===== src/rtl/xcvr_spi_pkg.sv =====
package xcvr_spi_pkg;

    localparam int BYTE_W     = 8;
    localparam int ADDR_W     = 6;
    localparam int CFG_COUNT  = 47;
    localparam int TXF_DEPTH  = 64;

    localparam logic [ADDR_W-1:0] WIN_LO     = 6'h30;
    localparam logic [ADDR_W-1:0] WIN_HI     = 6'h3D;
    localparam logic [ADDR_W-1:0] FIFO_ADDR  = 6'h3F;

    localparam logic [ADDR_W-1:0] CMD_RESET  = 6'h30;
    localparam logic [ADDR_W-1:0] CMD_TX     = 6'h35;
    localparam logic [ADDR_W-1:0] CMD_IDLE   = 6'h36;
    localparam logic [ADDR_W-1:0] CMD_FLUSH  = 6'h3B;

    localparam logic [ADDR_W-1:0] SREG_PART  = 6'h30;
    localparam logic [ADDR_W-1:0] SREG_VER   = 6'h31;
    localparam logic [ADDR_W-1:0] SREG_MAIN  = 6'h35;
    localparam logic [ADDR_W-1:0] SREG_LEVEL = 6'h3A;

    localparam logic [BYTE_W-1:0] ID_PART    = 8'h00;
    localparam logic [BYTE_W-1:0] ID_VER     = 8'h14;
    localparam logic [BYTE_W-1:0] MAIN_IDLE  = 8'h01;
    localparam logic [BYTE_W-1:0] MAIN_TX    = 8'h13;

    typedef enum logic [2:0] {
        RS_IDLE = 3'd0,
        RS_TX   = 3'd2
    } radio_state_e;

    typedef struct packed {
        logic        rdy_n;
        logic [2:0]  state;
        logic [3:0]  level;
    } chip_status_t;

    typedef struct packed {
        logic              rd;
        logic              burst;
        logic [ADDR_W-1:0] addr;
    } header_t;

    function automatic logic [BYTE_W-1:0] cfg_default(input int idx);
        return BYTE_W'(idx) ^ 8'hA5;
    endfunction

    function automatic logic in_window(input logic [ADDR_W-1:0] a);
        return (a >= WIN_LO) && (a <= WIN_HI);
    endfunction

endpackage


===== src/rtl/xcvr_spi_shifter.sv =====
module xcvr_spi_shifter
    import xcvr_spi_pkg::*;
(
    input  logic              clk,
    input  logic              rst,
    input  logic              sclk,
    input  logic              csn,
    input  logic              mosi,
    input  logic [BYTE_W-1:0] tx_byte,
    output logic              miso,
    output logic              sel,
    output logic              byte_stb,
    output logic [BYTE_W-1:0] rx_byte
);
    localparam int CNT_W = $clog2(BYTE_W);

    logic              sclk_q, sclk_d, csn_q, mosi_q;
    logic [CNT_W-1:0]  bit_cnt;
    logic [BYTE_W-2:0] rx_sh;
    logic [BYTE_W-1:0] tx_sh;
    logic              rise, fall;

    always_ff @(posedge clk) begin
        if (rst) begin
            sclk_q <= 1'b0;
            sclk_d <= 1'b0;
            csn_q  <= 1'b1;
            mosi_q <= 1'b0;
        end else begin
            sclk_q <= sclk;
            sclk_d <= sclk_q;
            csn_q  <= csn;
            mosi_q <= mosi;
        end
    end

    assign sel  = ~csn_q;
    assign rise = sel &  sclk_q & ~sclk_d;
    assign fall = sel & ~sclk_q &  sclk_d;

    always_ff @(posedge clk) begin
        if (rst || csn_q) begin
            bit_cnt  <= '0;
            rx_sh    <= '0;
            tx_sh    <= tx_byte;
            byte_stb <= 1'b0;
            if (rst) rx_byte <= '0;
        end else begin
            byte_stb <= 1'b0;
            if (rise) begin
                rx_sh   <= {rx_sh[BYTE_W-3:0], mosi_q};
                bit_cnt <= bit_cnt + 1'b1;
                if (bit_cnt == CNT_W'(BYTE_W-1)) begin
                    byte_stb <= 1'b1;
                    rx_byte  <= {rx_sh, mosi_q};
                end
            end
            if (fall) begin
                if (bit_cnt == '0) tx_sh <= tx_byte;
                else               tx_sh <= {tx_sh[BYTE_W-2:0], 1'b0};
            end
        end
    end

    assign miso = tx_sh[BYTE_W-1];

    AST_ABORT_CLEARS: assert property (@(posedge clk) disable iff (rst)
        csn_q |=> (bit_cnt == '0));
    AST_BYTE_ON_WRAP: assert property (@(posedge clk) disable iff (rst)
        byte_stb |-> (bit_cnt == '0));

endmodule


===== src/rtl/xcvr_cfg_file.sv =====
module xcvr_cfg_file
    import xcvr_spi_pkg::*;
#(
    parameter int NUM = CFG_COUNT
) (
    input  logic                  clk,
    input  logic                  rst,
    input  logic                  soft_rst,
    input  logic                  wr_en,
    input  logic [ADDR_W-1:0]     wr_addr,
    input  logic [BYTE_W-1:0]     wr_data,
    input  logic [ADDR_W-1:0]     rd_addr,
    output logic [BYTE_W-1:0]     rd_data,
    output logic [NUM*BYTE_W-1:0] cfg_flat
);
    localparam logic [ADDR_W-1:0] LAST = ADDR_W'(NUM - 1);

    logic [NUM*BYTE_W-1:0] cfg_q;

    always_ff @(posedge clk) begin
        for (int i = 0; i < NUM; i++) begin
            if (rst || soft_rst)
                cfg_q[i*BYTE_W +: BYTE_W] <= cfg_default(i);
            else if (wr_en && (int'(wr_addr) == i))
                cfg_q[i*BYTE_W +: BYTE_W] <= wr_data;
        end
    end

    always_comb begin
        rd_data = '0;
        if (rd_addr <= LAST) rd_data = cfg_q[int'(rd_addr)*BYTE_W +: BYTE_W];
    end

    assign cfg_flat = cfg_q;

endmodule


===== src/rtl/xcvr_txfifo_level.sv =====
module xcvr_txfifo_level
    import xcvr_spi_pkg::*;
#(
    parameter int DEPTH = TXF_DEPTH,
    parameter int CW    = $clog2(DEPTH + 1)
) (
    input  logic              clk,
    input  logic              rst,
    input  logic              clr,
    input  logic              push,
    input  logic [BYTE_W-1:0] push_data,
    output logic              wr_valid,
    output logic [BYTE_W-1:0] wr_data,
    output logic [CW-1:0]     level,
    output logic [3:0]        level_sat
);
    logic full, accept;

    assign full   = (level == CW'(DEPTH));
    assign accept = push & ~full & ~clr;

    always_ff @(posedge clk) begin
        if (rst || clr) level <= '0;
        else if (accept) level <= level + 1'b1;
    end

    always_ff @(posedge clk) begin
        if (rst) begin
            wr_valid <= 1'b0;
            wr_data  <= '0;
        end else begin
            wr_valid <= accept;
            if (accept) wr_data <= push_data;
        end
    end

    assign level_sat = (level > CW'(15)) ? 4'hF : level[3:0];

    AST_LEVEL_BOUND: assert property (@(posedge clk) disable iff (rst)
        level <= CW'(DEPTH));
    AST_FULL_DROP: assert property (@(posedge clk) disable iff (rst)
        (push && full && !clr) |=> (!wr_valid && $stable(level)));

endmodule


===== src/rtl/spi_regstrobe_slave.sv =====
module spi_regstrobe_slave
    import xcvr_spi_pkg::*;
#(
    parameter int NUM_CFG    = CFG_COUNT,
    parameter int FIFO_DEPTH = TXF_DEPTH
) (
    input  logic                      clk,
    input  logic                      rst,
    input  logic                      spi_sclk,
    input  logic                      spi_csn,
    input  logic                      spi_mosi,
    output logic                      spi_miso,
    output logic                      stb_reset,
    output logic                      stb_tx,
    output logic                      stb_idle,
    output logic                      stb_flush,
    output logic                      fifo_wr_valid,
    output logic [BYTE_W-1:0]         fifo_wr_data,
    output logic [NUM_CFG*BYTE_W-1:0] cfg_flat
);
    localparam int LVL_W = $clog2(FIFO_DEPTH + 1);

    logic              sel, byte_stb;
    logic [BYTE_W-1:0] rx_byte, tx_byte;
    header_t           rx_hdr, hdr_q;
    logic              hdr_seen, rd_done;
    logic [ADDR_W-1:0] addr_q;
    radio_state_e      state_q;
    logic [LVL_W-1:0]  level;
    logic [3:0]        level_sat;
    logic [BYTE_W-1:0] cfg_rd, stat_rd;
    chip_status_t      status;
    logic              data_stb, hdr_win, wr_ok, cfg_we, fifo_push;

    assign rx_hdr = header_t'(rx_byte);

    xcvr_spi_shifter u_shift (
        .clk(clk), .rst(rst), .sclk(spi_sclk), .csn(spi_csn), .mosi(spi_mosi),
        .tx_byte(tx_byte), .miso(spi_miso), .sel(sel),
        .byte_stb(byte_stb), .rx_byte(rx_byte)
    );

    // Data-byte write decode
    assign data_stb  = sel & byte_stb & hdr_seen;
    assign hdr_win   = in_window(hdr_q.addr);
    assign wr_ok     = data_stb & ~hdr_q.rd & ~hdr_win & ~rd_done;
    assign cfg_we    = wr_ok & (addr_q != FIFO_ADDR);
    assign fifo_push = wr_ok & (addr_q == FIFO_ADDR);

    xcvr_cfg_file #(.NUM(NUM_CFG)) u_cfg (
        .clk(clk), .rst(rst), .soft_rst(stb_reset),
        .wr_en(cfg_we), .wr_addr(addr_q), .wr_data(rx_byte),
        .rd_addr(addr_q), .rd_data(cfg_rd), .cfg_flat(cfg_flat)
    );

    xcvr_txfifo_level #(.DEPTH(FIFO_DEPTH), .CW(LVL_W)) u_fifo (
        .clk(clk), .rst(rst), .clr(stb_reset | stb_flush),
        .push(fifo_push), .push_data(rx_byte),
        .wr_valid(fifo_wr_valid), .wr_data(fifo_wr_data),
        .level(level), .level_sat(level_sat)
    );

    assign status = '{rdy_n: 1'b0, state: state_q, level: level_sat};

    always_comb begin
        case (hdr_q.addr)
            SREG_PART:  stat_rd = ID_PART;
            SREG_VER:   stat_rd = ID_VER;
            SREG_MAIN:  stat_rd = (state_q == RS_TX) ? MAIN_TX : MAIN_IDLE;
            SREG_LEVEL: stat_rd = BYTE_W'(level);
            default:    stat_rd = '0;
        endcase
    end

    // Byte loaded into the shifter at the next byte boundary
    always_comb begin
        if (!hdr_seen || !hdr_q.rd || rd_done) tx_byte = status;
        else if (hdr_win)                      tx_byte = hdr_q.burst ? stat_rd : status;
        else if (addr_q == FIFO_ADDR)          tx_byte = '0;
        else                                   tx_byte = cfg_rd;
    end

    always_ff @(posedge clk) begin
        if (rst) begin
            hdr_q     <= '0;
            hdr_seen  <= 1'b0;
            rd_done   <= 1'b0;
            addr_q    <= '0;
            state_q   <= RS_IDLE;
            stb_reset <= 1'b0;
            stb_tx    <= 1'b0;
            stb_idle  <= 1'b0;
            stb_flush <= 1'b0;
        end else begin
            stb_reset <= 1'b0;
            stb_tx    <= 1'b0;
            stb_idle  <= 1'b0;
            stb_flush <= 1'b0;
            if (!sel) begin
                hdr_seen <= 1'b0;
                rd_done  <= 1'b0;
            end else if (byte_stb && !hdr_seen) begin
                hdr_q    <= rx_hdr;
                addr_q   <= rx_hdr.addr;
                hdr_seen <= 1'b1;
                rd_done  <= 1'b0;
                if (!rx_hdr.burst && in_window(rx_hdr.addr)) begin
                    case (rx_hdr.addr)
                        CMD_RESET: begin stb_reset <= 1'b1; state_q <= RS_IDLE; end
                        CMD_TX:    begin stb_tx    <= 1'b1; state_q <= RS_TX;   end
                        CMD_IDLE:  begin stb_idle  <= 1'b1; state_q <= RS_IDLE; end
                        CMD_FLUSH: if (state_q == RS_IDLE) stb_flush <= 1'b1;
                        default: ;
                    endcase
                end
            end else if (byte_stb) begin
                if (!hdr_q.burst || hdr_win) rd_done <= 1'b1;
                else if (addr_q != FIFO_ADDR) addr_q <= addr_q + 1'b1;
            end
        end
    end

    AST_STB_ONEHOT: assert property (@(posedge clk) disable iff (rst)
        $onehot0({stb_reset, stb_tx, stb_idle, stb_flush}));
    AST_FLUSH_IN_IDLE: assert property (@(posedge clk) disable iff (rst)
        stb_flush |-> (state_q == RS_IDLE));
    AST_RESET_IDLE: assert property (@(posedge clk) disable iff (rst)
        stb_reset |-> (state_q == RS_IDLE));
    AST_HDR_TAKEN: assert property (@(posedge clk) disable iff (rst)
        (sel && byte_stb && !hdr_seen) |=> hdr_seen);
    AST_BURST_STEP: assert property (@(posedge clk) disable iff (rst)
        (data_stb && hdr_q.burst && !hdr_win && addr_q != FIFO_ADDR)
            |=> (addr_q == ADDR_W'($past(addr_q) + 1'b1)));

endmodule


===== config.mk =====
export PLATFORM = sky130hd
export DESIGN_NAME = spi_regstrobe_slave
export DESIGN_NICKNAME = d
export VERILOG_FILES = /design/src/rtl/xcvr_spi_pkg.sv /design/src/rtl/xcvr_spi_shifter.sv /design/src/rtl/xcvr_cfg_file.sv /design/src/rtl/xcvr_txfifo_level.sv /design/src/rtl/spi_regstrobe_slave.sv
export SDC_FILE = /design/constraint.sdc
export NUM_CORES = 1
export LEC_CHECK = 0
export ABC_CLOCK_PERIOD_IN_PS = 4000
export CAP_MARGIN = 20
export CORE_MARGIN = 8
export CORE_UTILIZATION = 39
export DETAILED_ROUTE_END_ITERATION = 10
export MAX_ROUTING_LAYER = met4
export PLACE_DENSITY_LB_ADDON = 0.25
export SLEW_MARGIN = 20
export SYNTH_ARGS = -nofsm -noshare
export SYNTH_HDL_FRONTEND = slang
export SYNTH_HIERARCHICAL = 1
export SYNTH_SLANG_ARGS = --single-unit

===== constraint.sdc =====
create_clock -name clk -period 4 [get_ports clk]
set_input_delay 0.8 -clock clk [delete_from_list [all_inputs] [get_ports clk]]
set_output_delay 0.8 -clock clk [all_outputs]
set_load 0.005 [all_outputs]

After elaboration in Yosys (flattened, before gate mapping)

Cells that the tools add are included.

Add/sub/neg operators: 3
Mux-type cells: 25
Bitwise gates (word level): 26
Equal/unequal tests: 60
Shift operators: 1
Reduce and logical (&&, ||, !) cells: 81
Order comparisons: 6

Operators with widths:

| kind                                                                  | count |
|---|---|
| 376-bit by 10-bit indexed part select with 8-bit output               | 1 |
| 6-bit == test (second input constant)                                 | 39 |
| 8-bit 2-to-1 mux                                                      | 12 |
| 1-bit logical AND                                                     | 51 |
| 6-bit by 5-bit == test with 1-bit output (second input constant)      | 8 |
| 6-bit by 4-bit == test with 1-bit output (second input constant)      | 4 |
| 6-bit 2-to-1 mux                                                      | 4 |
| 7-bit one-hot mux with 3 select lines                                 | 1 |
| 6-bit <= comparator (second input constant)                           | 3 |
| 1-bit AND                                                             | 13 |
| 6-bit by 3-bit == test with 1-bit output (second input constant)      | 2 |
| 6-bit greater-or-equal comparator (second input constant)             | 2 |
| 1-bit inverter                                                        | 12 |
| 2-bit nonzero test                                                    | 6 |
| 4-bit AND reduction                                                   | 2 |
| 7-bit by 1-bit adder with 7-bit output (second input constant)        | 1 |
| 7-bit == test (second input constant)                                 | 1 |
| 7-bit by 4-bit > comparator with 1-bit output (second input constant) | 1 |
| 6-bit by 1-bit adder with 6-bit output (second input constant)        | 1 |
| 6-bit by 2-bit == test with 1-bit output (second input constant)      | 1 |
| 3-bit logical NOT                                                     | 2 |
| 6-bit logical NOT                                                     | 1 |
| 1-bit logical OR                                                      | 6 |
| 6-bit inequality test (second input constant)                         | 1 |
| other kinds (16)                                                      | 27 |

Flip-flop bits (word level): 446
Word-level logic and storage cells: 272

Depth between registers and ports, before layout

Depth in word-level cells: 9
Gate-level depth with buffers: 12
Depth with buffers taken out: 8

Cells and area by module

Netlist, hierarchy kept.

By module, submodules not included:

| module              | area each (um^2) | sequential area each (um^2) | cells an instance | instances |
|---|---|---|---|---|
| xcvr_cfg_file       | 17022.6          | 7527.2                      | 1886              | 1 |
| spi_regstrobe_slave | 1353.8           | 420.4                       | 167               | 1 |
| xcvr_spi_shifter    | 1246.2           | 780.7                       | 100               | 1 |
| xcvr_txfifo_level   | 800.8            | 320.3                       | 89                | 1 |

Worst setup path after synthesis

Ideal clock, no wire load.

Path type: register to register
Start point: reg u_shift.csn_q
End point: reg u_cfg.cfg_q[125], in the netlist u_cfg/cfg_flat[125]
Setup time: 129 ps
Cell stages (with the launch flop): 10
Data required time: 3871 ps
Slack: 1046 ps
Clock period less this slack: 2954 ps
Arrival: 2824 ps
Path buffers: 1
Path through: dfxtp_1 -> inv_1 -> nand2_1 -> or4b_1 -> a211oi_1 -> or3b_1 -> buf_6 -> nor3_4 -> mux2i_1 -> nand2_1

Longest elaborated chain between the ends: 8

Ends and longest elaborated chain:

| item                            | line                      | source |
|---|---|---|
| from (decl)                     | xcvr_spi_shifter.sv:17    | `logic sclk_q, sclk_d, csn_q, mosi_q;` |
| from (signal assigned)          | xcvr_spi_shifter.sv:32    | `csn_q <= csn;` |
| 1-bit inverter (no line)        | --                        |  |
| named net sel                   | spi_regstrobe_slave.sv:23 | `logic sel, byte_stb;` |
| 1-bit AND (2 in series)         | spi_regstrobe_slave.sv:44 | `assign data_stb = sel & byte_stb & hdr_seen;` |
| 1-bit AND (3 in series)         | spi_regstrobe_slave.sv:46 | `assign wr_ok = data_stb & ~hdr_q.rd & ~hdr_win & ~rd_done;` |
| 1-bit AND                       | spi_regstrobe_slave.sv:47 | `assign cfg_we = wr_ok & (addr_q != FIFO_ADDR);` |
| named net cfg_we                | spi_regstrobe_slave.sv:33 | `logic data_stb, hdr_win, wr_ok, cfg_we, fifo_push;` |
| 1-bit logical AND               | xcvr_cfg_file.sv:24       | `else if (wr_en && (int'(wr_addr) == i))` |
| to (signal, indexed assignment) | xcvr_cfg_file.sv:23       | `cfg_q[i*BYTE_W +: BYTE_W] <= cfg_default(i);` |
| to (signal, indexed assignment) | xcvr_cfg_file.sv:25       | `cfg_q[i*BYTE_W +: BYTE_W] <= wr_data;` |
| to (decl)                       | xcvr_cfg_file.sv:18       | `logic [NUM*BYTE_W-1:0] cfg_q;` |

The timed path passes the listed nets, and every way through them passes these cells.
A chain may end at the register's enable or synchronous reset.

Worst setup path after layout

Start point: reg addr_q[0]
End point: reg u_shift.tx_sh[1], data pin

Longest elaborated chain between the ends: 8
Elaborated cells between the ends (all ways): 10

Ends and longest elaborated chain:

| item                                                                                                  | line                       | source |
|---|---|---|
| from (decl)                                                                                           | spi_regstrobe_slave.sv:27  | `logic [ADDR_W-1:0] addr_q;` |
| from (signal assigned)                                                                                | spi_regstrobe_slave.sv:104 | `addr_q <= rx_hdr.addr;` |
| from (signal assigned)                                                                                | spi_regstrobe_slave.sv:118 | `else if (addr_q != FIFO_ADDR) addr_q <= addr_q + 1'b1;` |
| 376-bit by 10-bit indexed part select with 8-bit output / 6-bit <= comparator (equally long branches) | xcvr_cfg_file.sv:31        | `if (rd_addr <= LAST) rd_data = cfg_q[int'(rd_addr)*BYTE_W +: BYTE_W];` |
| 8-bit 2-to-1 mux *                                                                                    | xcvr_cfg_file.sv:31        |  |
| named net cfg_rd[1]                                                                                   | spi_regstrobe_slave.sv:31  | `logic [BYTE_W-1:0] cfg_rd, stat_rd;` |
| 8-bit 2-to-1 mux *                                                                                    | spi_regstrobe_slave.sv:79  | `else if (addr_q == FIFO_ADDR) tx_byte = '0;` |
| 8-bit 2-to-1 mux *                                                                                    | spi_regstrobe_slave.sv:78  | `else if (hdr_win) tx_byte = hdr_q.burst ? stat_rd : status;` |
| 8-bit 2-to-1 mux *                                                                                    | spi_regstrobe_slave.sv:77  | `if (!hdr_seen \|\| !hdr_q.rd \|\| rd_done) tx_byte = status;` |
| named net tx_byte[1]                                                                                  | spi_regstrobe_slave.sv:24  | `logic [BYTE_W-1:0] rx_byte, tx_byte;` |
| 8-bit 2-to-1 mux                                                                                      | xcvr_spi_shifter.sv:59     | `if (bit_cnt == '0) tx_sh <= tx_byte;` |
| 8-bit 2-to-1 mux                                                                                      | xcvr_spi_shifter.sv:58     | `if (fall) begin` |
| 8-bit 2-to-1 mux *                                                                                    | xcvr_spi_shifter.sv:42     | `if (rst \|\| csn_q) begin` |
| to (signal assigned)                                                                                  | xcvr_spi_shifter.sv:45     | `tx_sh <= tx_byte;` |
| to (signal assigned)                                                                                  | xcvr_spi_shifter.sv:59     |  |
| to (signal assigned)                                                                                  | xcvr_spi_shifter.sv:60     | `else tx_sh <= {tx_sh[BYTE_W-2:0], 1'b0};` |
| to (decl)                                                                                             | xcvr_spi_shifter.sv:20     | `logic [BYTE_W-1:0] tx_sh;` |

Mark *: on every way through the listed nets, which the timed path passes. The rest lies on a longest branch. The select of a mux whose other input is x is not followed.

==> results.md <==
- Status: finished clean
- Remaining global-route overflow: 0
- Synth area leaders: dfxtp_1, nand3_1, mux4_2
- Critical path capture point type: flop
- Final Hold Slack: ~470 ps
- Crit. path cell count: 8
- CP Data Required Time: around 4300 ps
- Worst reg-to-reg path cell count: 8
- Relative slew slack: 0.353
- Critical path launch point type: flop
- IO Port Bufs: ~390
- Worst Path Max Fanout: 40
- Peak supply drop: 307 uV
- Initial antenna violation count: 0
- Routed WL: around 85,000 um
- Hold path cells: 2
- Ys flop type: dfxtp_1
- Area leader, netlist: dfxtp_1
- Register Area: 9060 um^2
- Clk slew on worst S/H paths: roughly 60 ps
- Mapped cell area: about 20,000 um^2
- Initial Utilization: 0.392
- Share of layout cells above drive strength 1: 0.123
- HP Class: reg2reg
- Power Density: around 350 nW/um^2
- Clock tree buffer depth: 3
- Synth top area share: 0.420
- Post-Place Cell Area: around 25,000 um^2
- Synth-to-Final Area Change: 31.4%
- Dpl hpwl: 60,600 um
- Post-synth EDFFs: 16
- Critical path's top delay family: multiplexers
- Syn_area_per_cell: approximately 9.1 um^2
- Worst path cell trace: buf_12, mux4_2, mux4_2, inv_1, o21ai_1, a32o_1, a41o_1, mux2_4
- Final hold vios: 0
- Sequential share of the synthesized area: 0.443
- Finished Core Util: 0.515
- Setup bufs post-CTS: 0
- Later-pin clock latency in the skew report: roughly 600 ps
- Post-route minimum period: between 3000 and 4000 ps
- GRT Total Usage: 0.278
- Crit-path slowest cell: dfxtp_4
- Cell variety after synth: about 80
- Slew Viols, Final: 0
- Fillers: 4,742
- DR pass1 iterations: 6
- Synthesized flop and latch total: between 400 and 500
- Vias in the first global route: 18,600
- Slowest stage delay, CP: around 900 ps
- Worst-Margin Slew: roughly 960 ps
- First-pass GRT wire length: roughly 120,000 um
- Vias: ~19,000
- Die height: 245 um
- Routed len/inst: approximately 26 um
- Sink Count: 444
- # rows: 84
- Max Cap Viol: 0
- Vias per inst: about 5.8
- Nets: approximately 2,600
- Clock Skew: between 15 and 20 ps
- Syn nets: around 2,300
- Hold buffer count at CTS: 0
- Worst setup path class: reg2reg
- DRC: 0
- Diodes inserted: 0
- Initial DRC Count: ~2,300
- Final Cell Area: between 20,000 and 30,000 um^2
- Die X: around 240 um
- Worst path bufs/invs: 2
- Warnings from Yosys: 6
- Syn Inst Count: 2,242
- TNS Setup: 0 ps
- Arr. time, crit path: 3740 ps
- Largest net degree at the start of global routing: 92
- H-tree level count: 2
- RSZ-0062 raised after global routing: false
- Post-route antenna net violation count: 0
- Routability Congestion: just under 1
- Inserted Clock Buffers: 50
- Peak Freq: about 300 MHz
- Core region area: 52,100 um^2
- Total power: ~9.4 mW
- Top-count cell post-synth: nand2_1
- CTS tree: yes
- # resized after CTS: 0
- Top cell types by occurrence after synthesis: nand2_1, dfxtp_1, nand3_1
- IO Pins: roughly 400
- Area of the multi-input gates: ~11,000 um^2
- Cell leakage power: about 9.6 nW
- Crit-path most repeated cell: mux4_2
- Die Area: between 50,000 and 60,000 um^2
- Fin crit share: 0.849
- Root buffer cell: clkbuf_16
- Ys async rst share: 0
- # setup viols final: 0
==> cells in the final DEF (no fill, tap or decap), types with 25 or more instances in the layout <==
master           netlist  final
nand3_1              378    378
nor2_1                89     84
buf_4                 14     63
nor2b_1               25     25
a21oi_1              161    161
clkbuf_16              0     51
nand2b_1              26     26
dfxtp_1              428    425
mux2i_1              154    154
clkdlybuf4s50_1        0    394
mux4_2                80     80
nand2_1              432    432
==> logic make-up (layout without fill, tap and decap cells) <==
| kind of cell | after synthesis | in the layout | synth area share |
|---|---|---|---|
| xor gates and xnor gates | 4 | 4 | 0.00172 |
| and+or+nand+nor | 1064 | 1064 | 0.252 |
| AOI/OAI and AO/OA | 257 | 257 | 0.0764 |
| buffers and inverters | 210 | 578 | 0.0451 |
| muxes | 257 | 257 | 0.178 |
| DFF | 444 | 444 | 0.443 |
| adders and majority gates | 6 | 6 | 0.00368 |
==> metal layers <==
layer	track usage	part of all wire	vias up
met3	0.0482	0.089	169
met2	0.440	0.47	1155
met1	0.356	0.41	9377
met5	-	0	-
li1	-	-	8567
met4	0.105	0.037	0
==> tightest hold or removal path, stage by stage (launching register included) <==
cell,delay (ps)
dfxtp_1,310
nand2_1,50
a21oi_1,60
==> path summary, 6_finish.rpt <==
check                    from               end  slack, ps
max                 addr_q[0]  u_shift/tx_sh[1]        600
min          u_shift/rx_sh[6]  u_shift/rx_sh[6]        470
max reg2reg         addr_q[0]  u_shift/tx_sh[1]        600
min reg2reg  u_shift/rx_sh[6]  u_shift/rx_sh[6]        470
==> per-stage QoR <==
stage / setup WS, ps / instances
2_1_floorplan: 1050 / 2242
3_3_place_gp: 615 / 3205
3_5_place_dp: 570 / 3206
4_1_cts: 561 / 3298
5_1_grt: 419 / 3298
6_report: 604 / 3298
==> area by class of cell <==
type | instances | share of cell area
flip-flops and latches | 444 | 0.338
multi-input cells | 1588 | 0.392
repair buffers | 467 | 0.172
well taps | 688 | 0.0321
inverters | 19 | 0.00266
clock buffers | 75 | 0.0554
clock inverters | 17 | 0.00816
==> sequential cells by signal, indices dropped and copies added (netlist names), 3 cells and up <==
signal           count
addr_q               6
hdr_q                8
u_cfg/cfg_flat     376
u_fifo/level         7
u_fifo/wr_data       8
u_shift/bit_cnt      3
u_shift/rx_byte      8
u_shift/rx_sh        7
u_shift/tx_sh        8
==> power by group <==
| part | switching (mW) | internal [mW] |
|---|---|---|
| Combinational | 0.152 | 0.0391 |
| Clock | 1.95 | 2.84 |
| Sequential | 0.0106 | 4.45 |
(Power assumes the default switching activity.)
